## config.mk

```make
export PLATFORM = sky130hd
export DESIGN_NAME = launch_enable_gen
export DESIGN_NICKNAME = d
export VERILOG_FILES = /design/src/rtl/lenab_pkg.sv /design/src/rtl/lenab_ratio_hold.sv /design/src/rtl/lenab_phase_ctr.sv /design/src/rtl/lenab_gate_decode.sv /design/src/rtl/launch_enable_gen.sv
export SDC_FILE = /design/constraint.sdc
export NUM_CORES = 1
export LEC_CHECK = 0
export ABC_AREA = 1
export BUFFER_PORTS_ARGS = -buffer_cell sky130_fd_sc_hd__buf_2
export CAP_MARGIN = 20
export CORE_AREA = 2 2 39 41
export DETAILED_ROUTE_END_ITERATION = 8
export DIE_AREA = 0 0 41 43
export SKIP_LAST_GASP = 1
export SLEW_MARGIN = 30
export SYNTH_ARGS = -nofsm -noshare
export SYNTH_HDL_FRONTEND = slang
export SYNTH_HIERARCHICAL = 1
export SYNTH_SLANG_ARGS = --single-unit
```

## constraint.sdc

```tcl
create_clock -name clk -period 2.2 [get_ports clk]
set_clock_uncertainty 0.1 [all_clocks]
set_input_delay 0.44 -clock clk [delete_from_list [all_inputs] [get_ports clk]]
set_output_delay 0.44 -clock clk [all_outputs]
set_load 0.01 [all_outputs]
```

## src/rtl/lenab_pkg.sv

```systemverilog
package lenab_pkg;
  localparam int RATIO_W = 2;
  localparam int PHASE_W = 2;

  typedef enum logic [RATIO_W-1:0] {
    RATIO_1TO1 = 2'd0,
    RATIO_2TO1 = 2'd1,
    RATIO_3TO2 = 2'd2,
    RATIO_SPARE = 2'd3
  } ratio_e;

  // Number of fast edges before the alignment pattern repeats.
  function automatic logic [PHASE_W-1:0] phase_period(input ratio_e r);
    case (r)
      RATIO_2TO1: phase_period = PHASE_W'(2);
      RATIO_3TO2: phase_period = PHASE_W'(3);
      default:    phase_period = PHASE_W'(1);
    endcase
  endfunction
endpackage

```

## src/rtl/lenab_ratio_hold.sv

```systemverilog
module lenab_ratio_hold
  import lenab_pkg::*;
(
  input  logic   clk,
  input  logic   rst_n,
  input  logic   load,
  input  ratio_e ratio_in,
  output ratio_e ratio_q,
  output logic   synced_q
);
  ratio_e ratio_d;
  logic   synced_d;

  always_comb begin
    ratio_d  = ratio_q;
    synced_d = synced_q;
    if (load) begin
      ratio_d  = ratio_in;
      synced_d = 1'b1;
    end
  end

  always_ff @(posedge clk or negedge rst_n) begin
    if (!rst_n) begin
      ratio_q  <= RATIO_1TO1;
      synced_q <= 1'b0;
    end else if (load) begin
      ratio_q  <= ratio_d;
      synced_q <= synced_d;
    end
  end
endmodule

```

## src/rtl/lenab_phase_ctr.sv

```systemverilog
module lenab_phase_ctr
  import lenab_pkg::*;
(
  input  logic               clk,
  input  logic               rst_n,
  input  logic               restart,
  input  logic               run,
  input  ratio_e             ratio,
  output logic [PHASE_W-1:0] phase_q
);
  logic [PHASE_W-1:0] phase_d;
  logic [PHASE_W-1:0] phase_inc;
  logic               phase_ce;

  assign phase_inc = phase_q + PHASE_W'(1);
  assign phase_ce  = restart | run;

  always_comb begin
    if (restart)
      phase_d = '0;
    else if (phase_inc >= phase_period(ratio))
      phase_d = '0;
    else
      phase_d = phase_inc;
  end

  always_ff @(posedge clk or negedge rst_n) begin
    if (!rst_n)
      phase_q <= '0;
    else if (phase_ce)
      phase_q <= phase_d;
  end
endmodule

```

## src/rtl/lenab_gate_decode.sv

```systemverilog
module lenab_gate_decode
  import lenab_pkg::*;
#(
  parameter int unsigned HALF_PHASE = 1
) (
  input  logic               synced,
  input  ratio_e             ratio,
  input  logic [PHASE_W-1:0] phase,
  output logic               enable
);
  logic short_edge;

  assign short_edge = (ratio == RATIO_3TO2) && (phase == PHASE_W'(HALF_PHASE));
  assign enable     = synced && !short_edge;
endmodule

```

## src/rtl/launch_enable_gen.sv

```systemverilog
module launch_enable_gen
  import lenab_pkg::*;
(
  input  logic               clk,
  input  logic               rst_n,
  input  logic [RATIO_W-1:0] ratio_sel,
  input  logic               align_pulse,
  output logic               launch_en,
  output logic [PHASE_W-1:0] phase_idx
);
  ratio_e             act_ratio;
  logic               synced;
  logic [PHASE_W-1:0] phase;

  lenab_ratio_hold u_hold (
    .clk      (clk),
    .rst_n    (rst_n),
    .load     (align_pulse),
    .ratio_in (ratio_e'(ratio_sel)),
    .ratio_q  (act_ratio),
    .synced_q (synced)
  );

  lenab_phase_ctr u_ctr (
    .clk     (clk),
    .rst_n   (rst_n),
    .restart (align_pulse),
    .run     (synced),
    .ratio   (act_ratio),
    .phase_q (phase)
  );

  lenab_gate_decode #(.HALF_PHASE(1)) u_dec (
    .synced (synced),
    .ratio  (act_ratio),
    .phase  (phase),
    .enable (launch_en)
  );

  assign phase_idx = phase;
endmodule

```

==> results of run 1 <==
-- metal layers --
metal	part of all wire	track usage
met1	0.50	0.111
met2	0.44	0.119
met3	0.062	0.0157
met4	0	0.0800
met5	0	0
-- placed cells by master (no fill, tap or decap) --
cell / n
inv_2: 2
dlygate4sd3_1: 1
nor2_2: 1
nand2_1: 19
ha_1: 3
buf_2: 7
or2_1: 1
nand2_2: 1
dfrtp_1: 5
clkbuf_4: 3
a21oi_1: 1
inv_1: 10
nor2_1: 4
clkbuf_1: 1
-- area by class of cell --
class | instances | area share
Timing Repair Buffer | 8 | 0.110
Clock buffer | 4 | 0.0642
Inverter | 12 | 0.110
Tap cell | 16 | 0.0489
Multi-Input combinational cell | 30 | 0.361
Sequential cell | 5 | 0.306
-- stage by stage --
stage / hold WS (ns) / instances
after detailed placement: 0.162 / 70
after global routing: 0.309 / 75
after global placement: 0.160 / 70
final: 0.305 / 75
after CTS: 0.295 / 75
after floorplan: 0.0444 / 47
-- kinds of logic after synthesis --
logic type      after synthesis  synth area share
flops                         5             0.394
compound gates                1            0.0157
fa+ha+maj                     3             0.118
simple gates                 26             0.331
buf+inv                      12             0.142
-- repair_timing --
item | 4_1_cts | 5_1_grt
hold buffers | 1 | 0
endpoints found under the setup margin | 0 | 0
endpoints found under the hold margin | 5 | 0
-- worst reg2reg max path, cell delays in order, from the launching register on --
cell and delay (ns):
dfrtp_1 0.39, ha_1 0.30, ha_1 0.29, nand2_1 0.07
inv_1 0.04, nor2_2 0.12, nand2_1 0.06, nand2_1 0.05
-- Yosys cell counts --
| library cell | instances |
|---|---|
| nand2_1 | 19 |
| inv_1 | 10 |
| ha_1 | 3 |
| or2_1 | 1 |
| nand2_2 | 1 |
| nor2_2 | 1 |
| nor2_1 | 4 |
| dfrtp_1 | 5 |
| inv_2 | 2 |
| a21oi_1 | 1 |
-- flip-flops by register name, indices dropped and copies added (netlist names) --
signal           flops
u_hold/synced_q      1
u_ctr/phase_q        2
u_hold/ratio_q       2
-- power groups by stage --
stage,registers [mW],logic [mW],clock network [mW]
floorplan,0.135,0.124,0
global placement,0.132,0.171,0
detailed placement,0.132,0.173,0
CTS,0.131,0.175,0.112
global route,0.135,0.207,0.120
finish,0.131,0.171,0.105
-- worst paths after layout --
path / startpoint / cells after the start / end / slack, ns
max: u_ctr/phase_q[0]$_DFFE_PN0P_ / 4 / launch_en / 0.58
min: ratio_sel[1] / 3 / u_hold/ratio_q[1]$_DFFE_PN0P_ / 0.30
max reg2reg: u_hold/ratio_q[0]$_DFFE_PN0P_ / 7 / u_ctr/phase_q[0]$_DFFE_PN0P_ / 0.71
min reg2reg: u_hold/ratio_q[1]$_DFFE_PN0P_ / 2 / u_hold/ratio_q[1]$_DFFE_PN0P_ / 0.40
max in group asynchronous: rst_n / 2 / u_hold/ratio_q[0]$_DFFE_PN0P_ / 1.42
min in group asynchronous: rst_n / 2 / u_hold/synced_q$_DFFE_PN0P_ / 0.44
==> impl_metrics.tcl, run 1 <==
set metrics [dict create \
    tightest_slew_ns 0.189 \
    power_mw 0.407 \
    regArea_um2 125 \
    cp_top_family "flip-flops" \
    syn2layout_area_growth_pct 28.7 \
    wl_per_cell_um 7.31 \
    fillCellCount 158 \
    cts_root_buf "clkbuf_4" \
    nets 68 \
    syn-num-nets 55 \
    ant_nets 0 \
    rsz0062_at_grt "no" \
    cts_buffers 3 \
    maxSlewViolCount 0 \
    multi_input_area_um2 148 \
    cts_sinks 5 \
    slowest_stage "dfrtp_1" \
    pre_cts_ws_ns 0.706 \
    cts_max_level 1 \
    critPathLaunchType "flop" \
    layout_min_cycle_time_ns 1.62 \
    coreArea_um2 1380 \
    p_sw_mw 0.159 \
    p_per_area_nw_per_um2 994 \
    hold_viol_final 0 \
    slowest_delay_ns 0.43 \
    syn_avg_cell_area_um2 6.76 \
    stdcell_area_um2 409 \
    path_cells "nand2_1, inv_1, a21oi_1, buf_2" \
    die_area_um2 1760 \
    clk_latency_ns 0.24 \
    internal-power_mw 0.247 \
    cts_max_path_buffers 2 \
    relSlewSlack 0.874 \
    cts_resized 0 \
    antenna_found_initial 0 \
    pwr-share-clk 0.259 \
    drc 0 \
    start_util 0.230 \
    required_ns 1.66 \
    grt-ovfl-total 0 \
    synth-warning-count 6 \
    fin_tns_setup_ns 0 \
    hpwl_um 452 \
    num_rows 14 \
    ys_ff_latch 5 \
    power_switching_share 0.392 \
    ioPinCount 8 \
    dr.first_iter.drc_count 3 \
    avgViaCountPerCell 3.65 \
    grt_max_degree 8 \
    track_usage 0.0879 \
    drv_cap 0 \
    synth_cell_types 10 \
    crit_buf_inv 2 \
    leakagePower_nw 0.260 \
    insertedDiodeCount 0 \
    critPathCaptureType "output pin" \
    critPathMaxFanout 7 \
    drive_above_1_share 0.237 \
    ys_seq_area_frac 0.394 \
    finalSetupViolCount 0 \
    hold_path_class "primary input to flop" \
    die_h_um 43 \
    port_buffers 7 \
    post-cts-setup-buffers 0 \
    syn_inst 47 \
    post-route-util 0.296 \
    gp_congestion 0.643 \
    synth_area_leaders "dfrtp_1 39%, nand2_1 22%, ha_1 12%" \
    critical_path_arrival_ns 1.08 \
    fmax_ghz 0.616 \
    outcome "finished, final reports clean" \
    worstSetupPathType "flop to output pin" \
    die_x_um 41 \
    cts_tree "yes" \
    first_pass_iters 2 \
    vias 274 \
    syn-cell-area_um2 318 \
    finalWirelength_um 548 \
    grt_pass1_wl_um 1020 \
    combPwrFrac 0.420 \
    yosys.area.top_type "dfrtp_1" \
    grt_pass1_vias 276 \
    place_area_um2 373 \
    peakVddDrop_mv 0.264 \
    pwr-share-seq 0.322 \
    synth.top_cell.area_share 0.394 \
    setup_slack_ns 0.578 \
    period_share 0.737 \
    clkTransAtPathRegs_ns 0.04 \
]
(Power assumes the default switching activity.)
==> run 2, diff against run 1 <==
Clock period 2.2 ns to 1.3 ns, I/O delays scaled along.
==> run 2 against run 1 <==
  * The run now ends with setup timing left
  * Wire length rose by 42%
  * Utilization rose by 9.0 points
  * Worst hold slack got worse by 0.19 ns
  * Power grew 130%
  * Final cell count is 9.3% higher
  * Clock power grew 72%
  * Register-to-register slack lost 0.84 ns
  * Count of clock-buffer cells in the layout stayed put
==> impl_metrics.tcl, run 2 (synthesized netlist as in run 1, its figures left out) <==
set metrics [dict create \
    outcome "complete, but fails checks" \
    violations "setup timing" \
    final_common_cell "nand2_1" \
    wl_per_cell_um 9.49 \
    critPathLaunchType "flop" \
    critical_path_arrival_ns 1.09 \
    fin_tns_setup_ns -0.391 \
    fillCellCount 151 \
    setup_slack_ns -0.150 \
    avgViaCountPerCell 3.85 \
    maxSlewViolCount 0 \
    clkTransAtPathRegs_ns 0.04 \
    worstSetupPathType "flop to output pin" \
    relSlewSlack 0.893 \
    cts_tree "yes" \
    num_rows 14 \
    tightest_slew_ns 0.160 \
    die_h_um 43 \
    die_x_um 41 \
    hold_viol_final 0 \
    vias 316 \
    slowest_stage "dfrtp_2" \
    port_buffers 7 \
    drive_above_1_share 0.485 \
    period_share 1.12 \
    syn2layout_area_growth_pct 68.1 \
    critPathMaxFanout 4 \
    rsz0062_at_grt "yes" \
    cp_top_family "flip-flops" \
    grt-ovfl-total 0 \
    antenna_found_initial 0 \
    path_cells "buf_6, nand2_4, inv_2, a21oi_2, buf_2" \
    cts_max_path_buffers 2 \
    start_util 0.230 \
    ioPinCount 8 \
    cts_buffers 3 \
    dr.first_iter.drc_count 13 \
    fmax_ghz 0.690 \
    p_per_area_nw_per_um2 1770 \
    dp_cells 75 \
    cts_sinks 5 \
    instances_no_fill 82 \
    leakagePower_nw 0.302 \
    die_area_um2 1760 \
    grt_pass1_vias 283 \
    finalWirelength_um 778 \
    nets 75 \
    reg_top3 "u_ctr/phase_q x2, u_hold/ratio_q x2, u_hold/synced_q x1" \
    coreArea_um2 1380 \
    ant_nets 0 \
    gp_congestion 0.767 \
    mostFrequentLayoutCells "17 x nand2_1, 7 x inv_1, 6 x buf_2" \
    hold_path_class "primary input to flop" \
    drc 0 \
    stdcell_area_um2 534 \
    hpwl_um 494 \
    critPathCaptureType "output pin" \
    layout_min_cycle_time_ns 1.45 \
    grt_max_degree 7 \
    insertedDiodeCount 0 \
    track_usage 0.0960 \
    clk_latency_ns 0.24 \
    cts_max_level 1 \
    finalSetupViolCount 3 \
    slowest_delay_ns 0.42 \
    peakVddDrop_mv 0.855 \
    required_ns 0.94 \
    grt_pass1_wl_um 1060 \
    cts_root_buf "clkbuf_4" \
    first_pass_iters 4 \
    place_area_um2 412 \
    crit_buf_inv 3 \
    drv_cap 0 \
]
run 2: cell types whose count changed in the layout (fill, tap and decap cells not counted), moves of 2 or more:
cell	change
buf_4	+4
buf_6	+4
ha_1	-3
ha_4	+3
inv_1	-3
nand2_1	-2
inv_2	+3
run 2: area by class of cell:
class,count,area (µm²),share of cell area
well taps,16,20.0,0.0375
inverters,12,45.0,0.0843
clock buffers,4,26.3,0.0492
multi-input cells,30,201,0.377
repair buffers,15,115,0.215
flip-flops and latches,5,126,0.237
run 2: worst register-to-register path, cell delays in order (launching register included):
cell     delay (ns)
dfrtp_1        0.39
inv_2          0.08
ha_4           0.21
ha_4           0.26
nand2_1        0.04
nand2_1        0.06
nor2_2         0.04
nand2_1        0.07
nand2_1        0.06
run 2: path summary, 6_finish.rpt:
kind | start | to | slack, ns | cells after the start
max | u_ctr/phase_q[0]$_DFFE_PN0P_ | launch_en | -0.15 | 5
min | ratio_sel[0] | u_hold/ratio_q[0]$_DFFE_PN0P_ | 0.12 | 3
max reg2reg | u_hold/ratio_q[1]$_DFFE_PN0P_ | u_ctr/phase_q[1]$_DFFE_PN0P_ | -0.13 | 8
min reg2reg | u_hold/synced_q$_DFFE_PN0P_ | u_hold/synced_q$_DFFE_PN0P_ | 0.45 | 1
max in group asynchronous | rst_n | u_ctr/phase_q[0]$_DFFE_PN0P_ | 0.69 | 2
min in group asynchronous | rst_n | u_hold/synced_q$_DFFE_PN0P_ | 0.26 | 2
run 2: timing repair:
action	4_1_cts	5_1_grt
endpoints found under the setup margin	3	4
hold buffers	1	0
pin swaps	1	5
endpoints found under the hold margin	5	0
resized for setup	1	14
buffers inserted	1	1
run 2: stage by stage:
step	setup slack, ns	power, mW	hold slack, ns	util
after floorplan	-0.0950	0.442	-0.136	-
after global placement	-0.127	0.580	-0.0200	0.297
after detailed placement	-0.150	0.581	-0.0206	0.297
after CTS	-0.178	0.808	0.107	0.332
after global routing	-0.223	1.03	0.146	0.386
final	-0.150	0.948	0.118	0.386
run 2: power breakdown:
group	internal, mW	total, mW	switching (mW)	leakage (nW)
sequential	0.187	0.216	0.0294	0.0589
combinational	0.282	0.551	0.269	0.228
clock	0.116	0.181	0.0651	0.0150
total	0.584	0.948	0.364	0.302
run 2: layer usage:
| metal | global-route usage | vias up | routed length [µm] |
|---|---|---|---|
| met3 | 0.0314 | 0 | 36 |
| met1 | 0.121 | 133 | 360 |
| met2 | 0.116 | 9 | 382 |
| li1 | - | 174 | - |
| met5 | 0 | - | 0 |
| met4 | 0.100 | 0 | 0 |
==> run 3, diff against run 2 <==
Settings changed: SKIP_CTS_REPAIR_TIMING set to 1.
==> run 3 against run 2 <==
  * Cell area is 4.7% lower
  * Power is 5.9% lower
  * Final cell count stayed put
  * Critical path depth is 1 lower
  * Global-route usage is 0.10 points higher
  * Utilization is 1.8 points lower
  * The run still ends with setup timing left
  * Flip-flop and latch count stayed put
  * Sequential share of layout area is 1.2 points higher
  * First-iteration DRC count is 15% lower
  * Combinational power is 10% lower
==> impl_metrics.tcl, run 3 (synthesized netlist as in run 1, its figures left out) <==
set metrics [dict create \
    violations "setup timing" \
    dp_cells 75 \
    instances_no_fill 82 \
    rr_worst_depth 8 \
    rsz0062_at_grt "yes" \
    port_buffers 7 \
    holdPathEnd "u_hold/ratio_q[0]$_DFFE_PN0P_" \
    cts_root_buf "clkbuf_4" \
    hpwl_um 494 \
    cts_tree "yes" \
    die_area_um2 1760 \
    cts_max_level 1 \
    finalWirelength_um 711 \
    cp_top_family "flip-flops" \
    slowest_delay_ns 0.40 \
    regToRegStartpoint "u_hold/ratio_q[1]$_DFFE_PN0P_" \
    critPathMaxFanout 2 \
    vias 312 \
    reg2reg_slack_ns -0.12 \
    wl_per_cell_um 8.67 \
    drive_above_1_share 0.439 \
    reg_top3 "u_ctr/phase_q x2, u_hold/ratio_q x2, u_hold/synced_q x1" \
    setup_slack_ns -0.161 \
    layout_min_cycle_time_ns 1.46 \
    pre_cts_ws_ns -0.150 \
    leakagePower_nw 0.301 \
    fin_tns_setup_ns -0.384 \
    worstSetupPathType "flop to output pin" \
    syn2layout_area_growth_pct 60.2 \
    nets 75 \
    mostFrequentLayoutCells "17 x nand2_1, 8 x inv_1, 7 x buf_2" \
    cts_sinks 5 \
    gp_congestion 0.767 \
    drv_cap 0 \
    finalSetupViolCount 3 \
    required_ns 0.94 \
    hp-start "ratio_sel[0]" \
    period_share 1.12 \
    ioPinCount 8 \
    hold_viol_final 0 \
    tightest_slew_ns 0.167 \
    clkTransAtPathRegs_ns 0.04 \
    hold_path_class "primary input to flop" \
    grt-ovfl-total 0 \
    maxSlewViolCount 0 \
    relSlewSlack 0.889 \
    num_rows 14 \
    outcome "complete, but fails checks" \
    cts_buffers 3 \
    avgViaCountPerCell 3.80 \
    place_area_um2 412 \
    grt_pass1_vias 281 \
    path_cells "buf_4, nor2_1, a21oi_2, buf_2" \
    stdcell_area_um2 509 \
    slowest_stage "dfrtp_1" \
    fmax_ghz 0.684 \
    crit_buf_inv 2 \
    start_util 0.230 \
    drc 0 \
    grt_pass1_wl_um 1080 \
    clk_latency_ns 0.24 \
    die_x_um 41 \
    insertedDiodeCount 0 \
    coreArea_um2 1380 \
    cts_max_path_buffers 2 \
    critical_path_arrival_ns 1.10 \
    first_pass_iters 2 \
    ant_nets 0 \
    p_per_area_nw_per_um2 1750 \
    final_common_cell "nand2_1" \
    r2r-end "u_ctr/phase_q[1]$_DFFE_PN0P_" \
    track_usage 0.0970 \
    whs_ns 0.118 \
    critPathLaunchType "flop" \
    hold_depth 3 \
    grt_max_degree 7 \
    antenna_found_initial 0 \
    dr.first_iter.drc_count 11 \
    peakVddDrop_mv 0.795 \
    critPathCaptureType "output pin" \
    die_h_um 43 \
]
-- run 3: cell counts in the layout (fill, tap and decap cells not counted) --
No cell type changed its count.
-- run 3: how the worst max path moves through the flow --
stage                                  start                           end  slack, ns  cells past startpoint
3_3_place_gp   u_hold/ratio_q[0]$_DFFE_PN0P_  u_ctr/phase_q[0]$_DFFE_PN0P_      -0.13                      7
4_1_cts         u_ctr/phase_q[0]$_DFFE_PN0P_                     launch_en      -0.21                      5
6_report       u_hold/ratio_q[0]$_DFFE_PN0P_                     launch_en      -0.16                      4
3_5_place_dp   u_hold/ratio_q[0]$_DFFE_PN0P_  u_ctr/phase_q[1]$_DFFE_PN0P_      -0.15                      7
5_1_grt        u_hold/ratio_q[0]$_DFFE_PN0P_                     launch_en      -0.23                      4
2_1_floorplan  u_hold/ratio_q[0]$_DFFE_PN0P_  u_ctr/phase_q[0]$_DFFE_PN0P_      -0.09                      7
-- run 3: cell type report --
| cell class | instances | area (µm²) |
|---|---|---|
| Inverter | 12 | 45.0 |
| Clock buffer | 4 | 26.3 |
| Multi-Input combinational cell | 30 | 186 |
| Fill cell | 153 | 875 |
| Tap cell | 16 | 20.0 |
| Sequential cell | 5 | 126 |
| Timing Repair Buffer | 15 | 105 |
-- run 3: report_power, final --
group          switching, mW  leakage [nW]  internal, mW
sequential            0.0287        0.0589         0.187
combinational          0.248         0.227         0.248
clock                 0.0649        0.0150         0.116
total                  0.342         0.301         0.551
-- run 3: worst register-to-register path: cells and delay by family (launching register included) --
kind	cells	cell delay [ns]
fa+ha+maj	2	0.47
flops	1	0.37
simple gates	5	0.27
buf+inv	1	0.10
-- run 3: layer usage --
layer / vias up / GRT usage / routed length (µm)
li1: 174 / - / -
met3: 0 / 0.0314 / 35
met1: 131 / 0.125 / 357
met5: - / 0 / 0
met4: 0 / 0.100 / 0
met2: 7 / 0.116 / 319
-- run 3: metrics by stage --
step / power (mW) / utilization
floorplan: 0.442 / -
global placement: 0.580 / 0.297
detailed placement: 0.581 / 0.297
CTS: 0.770 / 0.316
global route: 0.964 / 0.368
finish: 0.893 / 0.368
